<file path="config.mk">
export PLATFORM = sky130hd
export DESIGN_NAME = ipi_msi_decoder
export DESIGN_NICKNAME = d
export VERILOG_FILES = /design/src/rtl/ipimsg_pkg.sv /design/src/rtl/ipi_cmd_port.sv /design/src/rtl/ipi_msi_port.sv /design/src/rtl/ipi_arb_fsm.sv /design/src/rtl/ipi_msi_decoder.sv
export SDC_FILE = /design/constraint.sdc
export NUM_CORES = 1
export LEC_CHECK = 0
export BUFFER_PORTS_ARGS = -buffer_cell sky130_fd_sc_hd__buf_2
export CAP_MARGIN = 25
export CORE_ASPECT_RATIO = 0.9
export CORE_MARGIN = 2
export CORE_UTILIZATION = 30
export CTS_CLUSTER_DIAMETER = 50
export DETAILED_ROUTE_END_ITERATION = 10
export PLACE_DENSITY = 0.59
export SETUP_SLACK_MARGIN = 0.15
export SYNTH_ARGS = -nofsm -noshare
export SYNTH_HDL_FRONTEND = slang
export SYNTH_HIERARCHICAL = 1
export SYNTH_SLANG_ARGS = --single-unit
</file>
<file path="constraint.sdc">
create_clock -name clk -period 3.5 [get_ports clk]
set_clock_uncertainty 0.15 [all_clocks]
set_input_delay 0.35 -clock clk [delete_from_list [all_inputs] [get_ports clk]]
set_output_delay 0.35 -clock clk [all_outputs]
set_load 0.02 [all_outputs]
</file>
<file path="src/rtl/ipimsg_pkg.sv">
package ipimsg_pkg;
    localparam int WORD_W = 32;
    localparam int DEST_W = 8;
    localparam int VEC_W  = 8;
    localparam int DLV_W  = 3;
    localparam int SH_W   = 2;

    typedef struct packed {
        logic [DEST_W-1:0] dest;
        logic              dmode;
        logic [DLV_W-1:0]  dlv;
        logic [VEC_W-1:0]  vec;
        logic              trig;
        logic [SH_W-1:0]   sh;
    } ireq_t;

    localparam int IREQ_W = $bits(ireq_t);

    typedef enum logic {
        ST_IDLE = 1'b0,
        ST_HOLD = 1'b1
    } arb_st_t;
endpackage

</file>
<file path="src/rtl/ipi_cmd_port.sv">
module ipi_cmd_port
    import ipimsg_pkg::*;
#(
    parameter int VEC_LSB  = 0,
    parameter int DLV_LSB  = 8,
    parameter int DM_BIT   = 11,
    parameter int TRIG_BIT = 15,
    parameter int SH_LSB   = 18,
    parameter int DEST_LSB = 24
) (
    input  logic              clk,
    input  logic              rst_n,
    input  logic              wr_en,
    input  logic              wr_hi,
    input  logic [WORD_W-1:0] wr_data,
    output logic              fire,
    output ireq_t             req
);
    logic [WORD_W-1:0] hi_q;

    // High word: storage only
    always_ff @(posedge clk) begin
        if (!rst_n)
            hi_q <= '0;
        else if (wr_en && wr_hi)
            hi_q <= wr_data;
    end

    // Low word: decoded immediately into a send
    always_comb begin
        fire      = wr_en && !wr_hi;
        req.dest  = hi_q[DEST_LSB +: DEST_W];
        req.dmode = wr_data[DM_BIT];
        req.dlv   = wr_data[DLV_LSB +: DLV_W];
        req.vec   = wr_data[VEC_LSB +: VEC_W];
        req.trig  = wr_data[TRIG_BIT];
        req.sh    = wr_data[SH_LSB +: SH_W];
    end

    AST_HI_HOLDS: assert property (@(posedge clk) disable iff (!rst_n)
        !(wr_en && wr_hi) |=> $stable(hi_q)) else $error("high word changed without write");
endmodule

</file>
<file path="src/rtl/ipi_msi_port.sv">
module ipi_msi_port
    import ipimsg_pkg::*;
#(
    parameter int DEST_LSB = 12,
    parameter int DM_BIT   = 2,
    parameter int VEC_LSB  = 0,
    parameter int DLV_LSB  = 8,
    parameter int TRIG_BIT = 15
) (
    input  logic [WORD_W-1:0] addr,
    input  logic [WORD_W-1:0] data,
    output ireq_t             req
);
    // Redirection hint (address bit 3) deliberately not decoded
    always_comb begin
        req.dest  = addr[DEST_LSB +: DEST_W];
        req.dmode = addr[DM_BIT];
        req.dlv   = data[DLV_LSB +: DLV_W];
        req.vec   = data[VEC_LSB +: VEC_W];
        req.trig  = data[TRIG_BIT];
        req.sh    = '0;
    end
endmodule

</file>
<file path="src/rtl/ipi_arb_fsm.sv">
module ipi_arb_fsm
    import ipimsg_pkg::*;
(
    input  logic  clk,
    input  logic  rst_n,
    input  logic  cmd_fire,
    input  ireq_t cmd_req,
    input  logic  msi_valid,
    input  ireq_t msi_req,
    output logic  out_valid,
    output ireq_t out_req
);
    arb_st_t state_q, state_d;
    ireq_t   pend_q, pend_d;

    // Next state
    always_comb begin
        state_d = state_q;
        pend_d  = pend_q;
        unique case (state_q)
            ST_IDLE: begin
                if (cmd_fire && msi_valid) begin   // IDLE_TO_HOLD
                    state_d = ST_HOLD;
                    pend_d  = msi_req;
                end
            end
            ST_HOLD: begin
                if (cmd_fire) begin                // HOLD_STAY_CMD
                    state_d = ST_HOLD;
                end else if (msi_valid) begin      // HOLD_STAY_SWAP
                    state_d = ST_HOLD;
                    pend_d  = msi_req;
                end else begin                     // HOLD_TO_IDLE
                    state_d = ST_IDLE;
                end
            end
        endcase
    end

    // State register
    always_ff @(posedge clk) begin
        if (!rst_n) begin
            state_q <= ST_IDLE;
            pend_q  <= '0;
        end else begin
            state_q <= state_d;
            pend_q  <= pend_d;
        end
    end

    // Output register
    always_ff @(posedge clk) begin
        if (!rst_n) begin
            out_valid <= 1'b0;
            out_req   <= '0;
        end else begin
            out_valid <= cmd_fire || msi_valid || (state_q == ST_HOLD);
            if (cmd_fire)
                out_req <= cmd_req;
            else if (state_q == ST_HOLD)
                out_req <= pend_q;
            else
                out_req <= msi_req;
        end
    end

    AST_CMD_FIRST: assert property (@(posedge clk) disable iff (!rst_n)
        cmd_fire |=> (out_valid && out_req == $past(cmd_req))) else $error("command not issued");
    AST_COLLIDE_PARKS: assert property (@(posedge clk) disable iff (!rst_n)
        (cmd_fire && msi_valid && state_q == ST_IDLE) |=> (state_q == ST_HOLD && pend_q == $past(msi_req))) else $error("collision not parked");
    AST_HOLD_KEEPS: assert property (@(posedge clk) disable iff (!rst_n)
        (state_q == ST_HOLD && cmd_fire) |=> (state_q == ST_HOLD && $stable(pend_q))) else $error("parked message lost");
    AST_HOLD_ISSUES: assert property (@(posedge clk) disable iff (!rst_n)
        (state_q == ST_HOLD && !cmd_fire) |=> (out_valid && out_req == $past(pend_q))) else $error("parked message not issued");
    AST_PULSE_ENDS: assert property (@(posedge clk) disable iff (!rst_n)
        (!cmd_fire && !msi_valid && state_q == ST_IDLE) |=> !out_valid) else $error("spurious request");
endmodule

</file>
<file path="src/rtl/ipi_msi_decoder.sv">
module ipi_msi_decoder
    import ipimsg_pkg::*;
(
    input  logic              clk,
    input  logic              rst_n,
    input  logic              cmd_wr_en,
    input  logic              cmd_wr_hi,
    input  logic [WORD_W-1:0] cmd_wr_data,
    input  logic              msi_valid,
    input  logic [WORD_W-1:0] msi_addr,
    input  logic [WORD_W-1:0] msi_data,
    output logic              req_valid,
    output logic [DEST_W-1:0] req_dest,
    output logic              req_dest_mode,
    output logic [DLV_W-1:0]  req_dlv_mode,
    output logic [VEC_W-1:0]  req_vector,
    output logic              req_trigger,
    output logic [SH_W-1:0]   req_shorthand
);
    logic  cmd_fire;
    ireq_t cmd_req, msi_req, out_req;

    ipi_cmd_port u_cmd (
        .clk(clk), .rst_n(rst_n), .wr_en(cmd_wr_en), .wr_hi(cmd_wr_hi),
        .wr_data(cmd_wr_data), .fire(cmd_fire), .req(cmd_req)
    );

    ipi_msi_port u_msi (
        .addr(msi_addr), .data(msi_data), .req(msi_req)
    );

    ipi_arb_fsm u_arb (
        .clk(clk), .rst_n(rst_n), .cmd_fire(cmd_fire), .cmd_req(cmd_req),
        .msi_valid(msi_valid), .msi_req(msi_req),
        .out_valid(req_valid), .out_req(out_req)
    );

    assign req_dest      = out_req.dest;
    assign req_dest_mode = out_req.dmode;
    assign req_dlv_mode  = out_req.dlv;
    assign req_vector    = out_req.vec;
    assign req_trigger   = out_req.trig;
    assign req_shorthand = out_req.sh;

    AST_RESET_QUIET: assert property (@(posedge clk)
        !rst_n |=> !req_valid) else $error("request after reset");
    AST_HI_WRITE_SILENT: assert property (@(posedge clk) disable iff (!rst_n)
        (cmd_wr_en && cmd_wr_hi && !msi_valid && u_arb.state_q == ST_IDLE) |=> !req_valid) else $error("high write sent");
    AST_MSI_NO_SH: assert property (@(posedge clk) disable iff (!rst_n)
        (msi_valid && !cmd_fire && u_arb.state_q == ST_IDLE) |=> (req_valid && req_shorthand == '0)) else $error("message shorthand nonzero");
endmodule

</file>
==> impl_metrics.ini, run 1 <==
[clock_tree]
clk_pin_slew_ps = 110
numCtsBuffers = 5
hold_buffers = 0
cts_tree = built
cts_resized = 0
clock-sinks = 56
cts-root-buf = clkbuf_8
post-cts-setup-buffers = 0
cts_buffer_depth = 2
insertion_delay_ps = 300
htree_levels = 2

[synthesis]
ys_types = 18
netlist_instances = 312
syn_area_per_cell_um2 = 8.80
synthTopCellsByArea = dfxtp_1 41%, mux2i_1 17%, buf_4 11%
synth.top_cell.area_share_pct = 40.8
synth-seq-cells = 56
yosysTopAreaCell = dfxtp_1
yosys_warnings = 6
ys_seq_area_share_pct = 40.8
synth.cell_area_mm2 = 0.00275

[timing]
drv_slew = 0
max_freq_mhz = 596
tightest_slew_ps = 835
final.setup.tns_ps = 0
fin_crit_sh_pct = 48.0
rsz0062_at_grt = false
setup_viol = 0
hold_viol = 0
layout_min_cycle_time_ps = 1680
relSlewSlack_pct = 44.4
hold_ws_ps = 128

[critical_path]
critPathKind = input pin to flop
crit_required_ps = 3580
rr_startpoint = u_arb/state_q$_SDFF_PN0_
end_kind = flop
r2r_cells = 3
cp.arrival_ps = 1760
crit_chain = buf_2 > nor2b_4 > xor2_1 > and2_2 > mux2i_1
start_kind = input pin
critPathBufInv = 1
crit_path_max_fanout = 23
critPathTopFamily = simple AND/OR/NAND/NOR gates
worst_path_max_delay_cell = and2_2
r2r_slack_ps = 1900
slowest_delay_ps = 650
timing.rr.end = u_arb/pend_q[14]$_SDFFE_PN0P_

[layout]
final_cells = 456
multiInputGateArea_mm2 = 0.00120
layout-drive-gt1-share_pct = 28.4
fill_cells = 999
antenna_cells = 0
seq_area_mm2 = 0.00112
layout.nets = 434
syn2layout_area_growth_pct = 7.57

[global_routing]
grt_max_degree = 56
grt_pass1_wl_um = 8660
first_global_vias = 1839
antenna_found_initial = 0
grt-ovfl-total = 0
grt_usage_pct = 10.8

[route]
drt-vias-per-instance = 4.37
drc = 0
drt_wl_total_um = 5120
post_drt_wl_per_cell_um = 11.2
drt_iter0_markers = 41
ant_nets = 0
num_vias = 1994
dr.pass1.iters = 4

[floorplan]
die_area_mm2 = 0.00993
coreArea_mm2 = 0.00900
rows = 33
die_h_um = 94.8
num_io_pins = 125
initial_core_util_pct = 30.5
die_x_um = 105

[run_status]
status = finished, final reports clean

[worst_hold_path]
hold_end = u_cmd/hi_q[30]$_SDFFE_PN0P_
min_from = cmd_wr_data[30]
whs_path_depth = 3
hp-class = input pin to flop

[job]
maxCapViolations = 0

[power_and_ir_drop]
power_density_mw_per_mm2 = 420
p_total_mw = 1.24
leakage_nw = 1.22
vdd_drop_max_v = 0.000168

[placement]
dpl.cell_count = 448
place.gp.congestion = 0.746
place_hpwl_um = 3530
port_buffers = 72
==> logic make-up after synthesis <==
logic type                synth area share, %
and+or+nand+nor                          18.5
buffers and inverters                    15.9
DFF                                      40.8
muxes                                    16.8
AOI/OAI and AO/OA                        7.52
xor gates and xnor gates                0.319
other                                   0.137
==> layer usage <==
layer  GRT usage [%]  up-vias  wire length [um]
met2            18.1       43              2410
met4            5.11        0               119
li1                -     1025                 -
met5               0        -                 0
met1            13.4      915              2390
met3            2.14       11               202
==> cells in the final DEF (no fill, tap or decap), drive strengths merged, types with 2 or more instances in the layout <==
cell type / synthesis / final
clkbuf: 13 / 5
and2: 25 / 25
nand2: 78 / 78
conb: 1 / 2
mux2i: 46 / 46
buf: 49 / 75
dfxtp: 56 / 56
o21ai: 32 / 32
clkinv: 0 / 2
nand4: 8 / 8
==> registers in the layout, summed over array words and instances, names as in the netlist <==
name	cells
u_arb/pend_q	23
u_arb/out_valid	1
u_arb/state_q	1
u_arb/out_req	23
u_cmd/hi_q	8
==> per-stage QoR <==
step	util [%]	area [um^2]	setup slack, ps
2_1_floorplan	-	2750	1800
3_3_place_gp	31.7	2860	1500
3_5_place_dp	31.7	2860	1480
4_1_cts	32.8	2950	1800
5_1_grt	32.8	2950	1660
6_report	32.8	2950	1820
==> worst max-delay path by stage <==
stage               depth (start not counted)                       endpoint  startpoint  slack [ps]
finish                                      5  u_arb/pend_q[14]$_SDFFE_PN0P_   cmd_wr_en        1820
global route                                5   u_arb/pend_q[7]$_SDFFE_PN0P_   cmd_wr_en        1660
CTS                                         5  u_arb/pend_q[14]$_SDFFE_PN0P_   cmd_wr_en        1800
detailed placement                          5  u_arb/pend_q[19]$_SDFFE_PN0P_   cmd_wr_en        1480
global placement                            5   u_arb/pend_q[4]$_SDFFE_PN0P_   cmd_wr_en        1500
floorplan                                   6   u_arb/out_req[10]$_SDFF_PN0_   cmd_wr_en        1800
==> cell type report <==
type / count / area share, %
sequential: 56 / 38.0
tap: 122 / 5.17
clock inverter: 3 / 0.890
timing repair buffer: 75 / 13.0
multi-input combinational: 195 / 40.6
clock buffer: 5 / 2.33
==> cell usage after synthesis, drive strengths merged <==
library cell  count
a21boi            1
o31a              1
buf              49
dfxtp            56
and2             25
conb              1
clkbuf           13
nand2            78
mux2i            46
nor2b             1
nand4             8
xor2              1
o21ai            32
==> power breakdown <==
group	internal (mW)	switching (mW)	total [mW]	leakage, nW
Sequential	0.673	0.0130	0.686	0.460
Combinational	0.0797	0.106	0.186	0.709
Clock	0.147	0.222	0.369	0.0487
==> worst register-to-register path: cells and delay by family, from the launching register on <==
kind	cells	cell delay, ps
xor+xnor	1	120
mux	1	270
flops	1	350
simple gates	1	650
(Power assumes the default switching activity.)
==> inputs of run 2 (changes only) <==
ABC_AREA = 1   (was not set)
PLACE_DENSITY = 0.6   (was 0.59)
clock period = 1.5 ns   (was 3.5 ns; I/O delays follow)
==> impl_metrics.ini, run 2 <==
[synthesis]
synthTopCellsByArea = dfxtp_1 37%, inv_1 13%, nor2_1 11%
synthMuxAreaShare_pct = 0
ys_types = 20
synth_xor_area_share_pct = 0
ys_top_cells_by_count = 102 x inv_1, 88 x nor2_1, 86 x nand2_1
ys_seq_area_share_pct = 37.4
netlist_instances = 472
yosysTopAreaCell = dfxtp_1
synth_flop_cell = dfxtp_1
synth_fa_ha_area_share_pct = 0
synth.cell_area_mm2 = 0.00299
yosys_warnings = 6
synth-edff-count = 0
synth-seq-cells = 56
synth_compound_area_share_pct = 7.86
syn_area_per_cell_um2 = 6.34
synth_top_family_by_area = simple AND/OR/NAND/NOR gates
synth.top_cell.area_share_pct = 37.4
postSynth.asyncResetShare_pct = 0
synth.most_common_cell = inv_1
synthSimpleGateAreaFrac_pct = 28.0

[critical_path]
end_kind = flop
cp.arrival_ps = 1380
start_kind = flop
crit_path_max_fanout = 7
crit_required_ps = 1610
critPathKind = flop to flop

[global_routing]
grt-ovfl-total = 0
grt_max_degree = 25
first_global_vias = 2519
antenna_found_initial = 0
grt_usage_pct = 13.3
grt_pass1_wl_um = 11400

[timing]
layout_min_cycle_time_ps = 1270
max_freq_mhz = 785
hold_viol = 0
fin_crit_sh_pct = 84.9
setup_viol = 0
drv_slew = 0
rsz0062_at_grt = true
setup_ws_ps = 226

[layout]
final_area_mm2 = 0.00353
fill_cells = 1062
antenna_cells = 0
syn2layout_area_growth_pct = 17.9
postLayoutCoreUtil_pct = 36.4
mostFrequentLayoutCells = 102 x inv_1, 87 x nor2_1, 86 x nand2_1, 72 x buf_2, 55 x dfxtp_1
layout-drive-gt1-share_pct = 20.3
layout.nets = 622
reg_top3 = u_arb/out_req x23, u_arb/pend_q x23, u_cmd/hi_q x8
final_common_cell = inv_1

[power_and_ir_drop]
power_density_mw_per_mm2 = 886
pwr-share-clk_pct = 27.0
power_frac_comb_pct = 20.6
power.switching_mw = 0.939
leakage_nw = 1.94
vdd_drop_max_v = 0.000343
power.internal_mw = 2.19
power_frac_seq_pct = 52.4
switching_share_pct = 30.0

[floorplan]
num_io_pins = 125
coreArea_mm2 = 0.00970
die_area_mm2 = 0.0108
die_h_um = 98.8
die_x_um = 109
initial_core_util_pct = 30.9
rows = 34

[route]
ant_nets = 0
drt-vias-per-instance = 4.15
dr.pass1.iters = 4
drt_iter0_markers = 100
drt_wl_total_um = 7090
drc = 0
post_drt_wl_per_cell_um = 10.9
num_vias = 2687

[worst_hold_path]
hp-class = input pin to flop

[clock_tree]
cts-root-buf = clkbuf_8
cts_tree = built
insertion_delay_ps = 320
htree_levels = 2
cts_buffer_depth = 2
clock-sinks = 56
clk_pin_slew_ps = 110
numCtsBuffers = 5

[placement]
placed_cell_area_mm2 = 0.00327
place_hpwl_um = 5070
place.gp.congestion = 0.782
dp_slack_ps = -269
port_buffers = 72

[run_status]
status = finished, final reports clean

[job]
maxCapViolations = 0
run 2: kinds of logic after synthesis:
family	after synthesis
buffers and inverters	167
AO/OA/AOI/OAI	47
other	1
flip-flops	56
AND/OR/NAND/NOR	201
run 2: final timing paths:
| path | start | endpoint | slack (ps) | depth (start not counted) |
|---|---|---|---|---|
| worst max register to register | u_arb/state_q$_SDFF_PN0_ | u_arb/pend_q[7]$_SDFFE_PN0P_ | 230 | 6 |
| worst min-delay path | rst_n | u_cmd/hi_q[26]$_SDFFE_PN0P_ | 0.5 | 3 |
| worst max-delay path | u_arb/state_q$_SDFF_PN0_ | u_arb/pend_q[7]$_SDFFE_PN0P_ | 230 | 6 |
| worst min register to register | u_arb/pend_q[1]$_SDFFE_PN0P_ | u_arb/pend_q[1]$_SDFFE_PN0P_ | 360 | 4 |
run 2: what timing repair did:
action | 4_1_cts | 5_1_grt
endpoints found under the hold margin | 12 | 0
cloned | 1 | 1
hold buffers | 12 | 0
pin swaps | 1 | 1
setup endpoints to repair | 23 | 15
resized for setup | 2 | 3
setup buffers | 2 | 0
run 2: final cells by class:
| type | instances | area (um^2) | area share (%) |
|---|---|---|---|
| clock buffers | 6 | 72.6 | 2.06 |
| clock inverters | 2 | 16.3 | 0.461 |
| inverters | 104 | 390 | 11.1 |
| multi-input cells | 252 | 1110 | 31.5 |
| flip-flops and latches | 56 | 1120 | 31.9 |
| well taps | 126 | 158 | 4.47 |
| repair buffers | 102 | 657 | 18.6 |
run 2: through the flow:
stage	hold slack (ps)	TNS [ps]	total power, mW	instances
2_1_floorplan	135	0	2.12	473
3_3_place_gp	226	-5340	2.27	624
3_5_place_dp	231	-5800	2.28	624
4_1_cts	0.500	0	3.16	647
5_1_grt	5.78	0	3.31	648
6_report	0.475	0	3.13	648
run 2: critical path, stage by stage, from the launching register on:
cell,delay (ps)
dfxtp_4,400
inv_1,70
nand2_4,150
nand3_2,190
nand2_1,110
inv_1,40
nor2_1,100
run 2: layer usage:
layer  vias to the layer above  GRT usage (%)  wire, um
met3                         9           2.45       289
met2                        57           22.3      3230
met4                         0           4.09       107
li1                       1450              -         -
met1                      1171           17.3      3460
met5                         -              0         0
run 2: power groups by stage:
| stage | sequential (mW) | clock (mW) | combinational [mW] |
|---|---|---|---|
| 4_1_cts | 1.64 | 0.878 | 0.647 |
| 6_report | 1.64 | 0.845 | 0.645 |
| 2_1_floorplan | 1.73 | 0 | 0.393 |
| 3_3_place_gp | 1.67 | 0 | 0.596 |
| 5_1_grt | 1.65 | 0.928 | 0.734 |
| 3_5_place_dp | 1.67 | 0 | 0.606 |
==> inputs of run 3 (changes only) <==
ABC_AREA = 0   (was 1)
PLACE_DENSITY = 0.61   (was 0.6)
clock period = 1 ns   (was 1.5 ns; I/O delays follow)
==> impl_metrics.ini, run 3 (synthesis results as in run 1) <==
[layout]
mostFrequentLayoutCells = 78 x nand2_1, 48 x buf_2, 40 x mux2i_1, 31 x dfxtp_1
syn2layout_area_growth_pct = 30.9
layout.nets = 471
reg_top3 = u_arb/out_req x23, u_arb/pend_q x23, u_cmd/hi_q x8
final_common_cell = nand2_1
antenna_cells = 0
layout-drive-gt1-share_pct = 35.8

[clock_tree]
insertion_delay_ps = 310
clock-sinks = 56
cts-root-buf = clkbuf_8
cts_tree = built
cts_buffer_depth = 2
htree_levels = 2
post-cts-setup-buffers = 0
hold_buffers = 28
numCtsBuffers = 5
clk_pin_slew_ps = 100

[worst_hold_path]
whs_path_depth = 3
min_from = msi_addr[14]
hp-class = input pin to flop
hold_end = u_arb/pend_q[17]$_SDFFE_PN0P_

[timing]
drv_slew = 0
setup_viol = 66
hold_viol = 18
setup_ws_ps = -326
fin_crit_sh_pct = 133
rsz0062_at_grt = true
layout_min_cycle_time_ps = 1330
max_freq_mhz = 754
hold_ws_ps = -69.6

[global_routing]
first_global_vias = 2116
grt_max_degree = 47
antenna_found_initial = 0
grt_usage_pct = 12.4
grt-ovfl-total = 0
grt_pass1_wl_um = 9880

[floorplan]
rows = 33
initial_core_util_pct = 30.5
coreArea_mm2 = 0.00900
die_area_mm2 = 0.00993
die_h_um = 94.8
num_io_pins = 125
die_x_um = 105

[run_status]
status = complete, but fails checks
violations = negative hold slack, negative setup slack

[critical_path]
r2r_cells = 4
crit_required_ps = 1080
cp.arrival_ps = 1400
crit_path_max_fanout = 9
rr_startpoint = u_arb/state_q$_SDFF_PN0_
start_kind = flop
critPathKind = flop to flop
timing.rr.end = u_arb/pend_q[2]$_SDFFE_PN0P_
end_kind = flop
r2r_slack_ps = -330

[route]
num_vias = 2121
post_drt_wl_per_cell_um = 11.9
ant_nets = 0
drt-vias-per-instance = 4.30
drc = 0
drt_iter0_markers = 64
drt_wl_total_um = 5880
dr.pass1.iters = 4

[power_and_ir_drop]
p_total_mw = 4.81
vdd_drop_max_v = 0.000567
power_density_mw_per_mm2 = 1340
leakage_nw = 1.48

[placement]
place.gp.congestion = 0.752
place_hpwl_um = 3890
port_buffers = 72

[job]
maxCapViolations = 0
[run 3: changes by cell type in the layout (fill, tap and decap cells not counted), moves of 23 or more]
cell     change
mux2i_1     +40
buf_6       +25
dfxtp_1     -24
dfxtp_2     +24
and2_1      +23
nor2_1      -87
inv_1      -102
buf_2       -24
o21ai_0     -31
[run 3: worst max path at each step]
stage / start / endpoint / slack (ps) / cells after the start
after detailed placement: u_arb/state_q$_SDFF_PN0_ / u_arb/out_req[11]$_SDFF_PN0_ / -330 / 4
after floorplan: u_arb/state_q$_SDFF_PN0_ / u_arb/pend_q[10]$_SDFFE_PN0P_ / -330 / 6
after global routing: u_arb/state_q$_SDFF_PN0_ / u_arb/pend_q[14]$_SDFFE_PN0P_ / -370 / 4
after CTS: u_arb/state_q$_SDFF_PN0_ / u_arb/pend_q[14]$_SDFFE_PN0P_ / -320 / 4
final: u_arb/state_q$_SDFF_PN0_ / u_arb/pend_q[2]$_SDFFE_PN0P_ / -330 / 4
after global placement: u_arb/state_q$_SDFF_PN0_ / u_arb/out_req[11]$_SDFF_PN0_ / -310 / 4
[run 3: report_power, final]
part,switching (mW),total (mW),internal [mW]
Combinational,0.413,0.904,0.491
Clock,0.731,1.48,0.745
Sequential,0.0654,2.43,2.37
[run 3: timing repair]
action / in CTS / in global routing
endpoints found under the hold margin: 46 / 15
setup endpoints to repair: 72 / 74
gates resized for setup: 85 / 11
[run 3: per-layer routing]
layer	global-route usage [%]	share of wire, %
met1	14.8	44
met2	21.8	50
met3	3.04	5.1
met4	4.67	1.4
met5	0	0
[run 3: cell type report]
type	instances	area, um^2
Fill cell	934	5410
Multi-Input combinational cell	195	1220
Sequential cell	56	1150
Timing Repair Buffer	112	956
Tap cell	122	153
Clock buffer	6	72.6
Clock inverter	2	35.0
[run 3: worst max-delay path: stages, from the launching register on]
cell	delay [ps]
dfxtp_4	400
xor2_1	150
and2_4	190
buf_12	140
mux2i_2	210
[run 3: stage by stage]
stage / util (%) / setup slack, ps / instance area [um^2] / setup TNS [ps] / std cells
3_3_place_gp: 33.2 / -315 / 2990 / -11830 / 457
4_1_cts: 39.6 / -319 / 3560 / -12610 / 493
2_1_floorplan: - / -334 / 2780 / -13540 / 313
3_5_place_dp: 33.2 / -326 / 2990 / -12660 / 457
5_1_grt: 39.9 / -373 / 3590 / -15930 / 493
6_report: 39.9 / -326 / 3590 / -12280 / 493
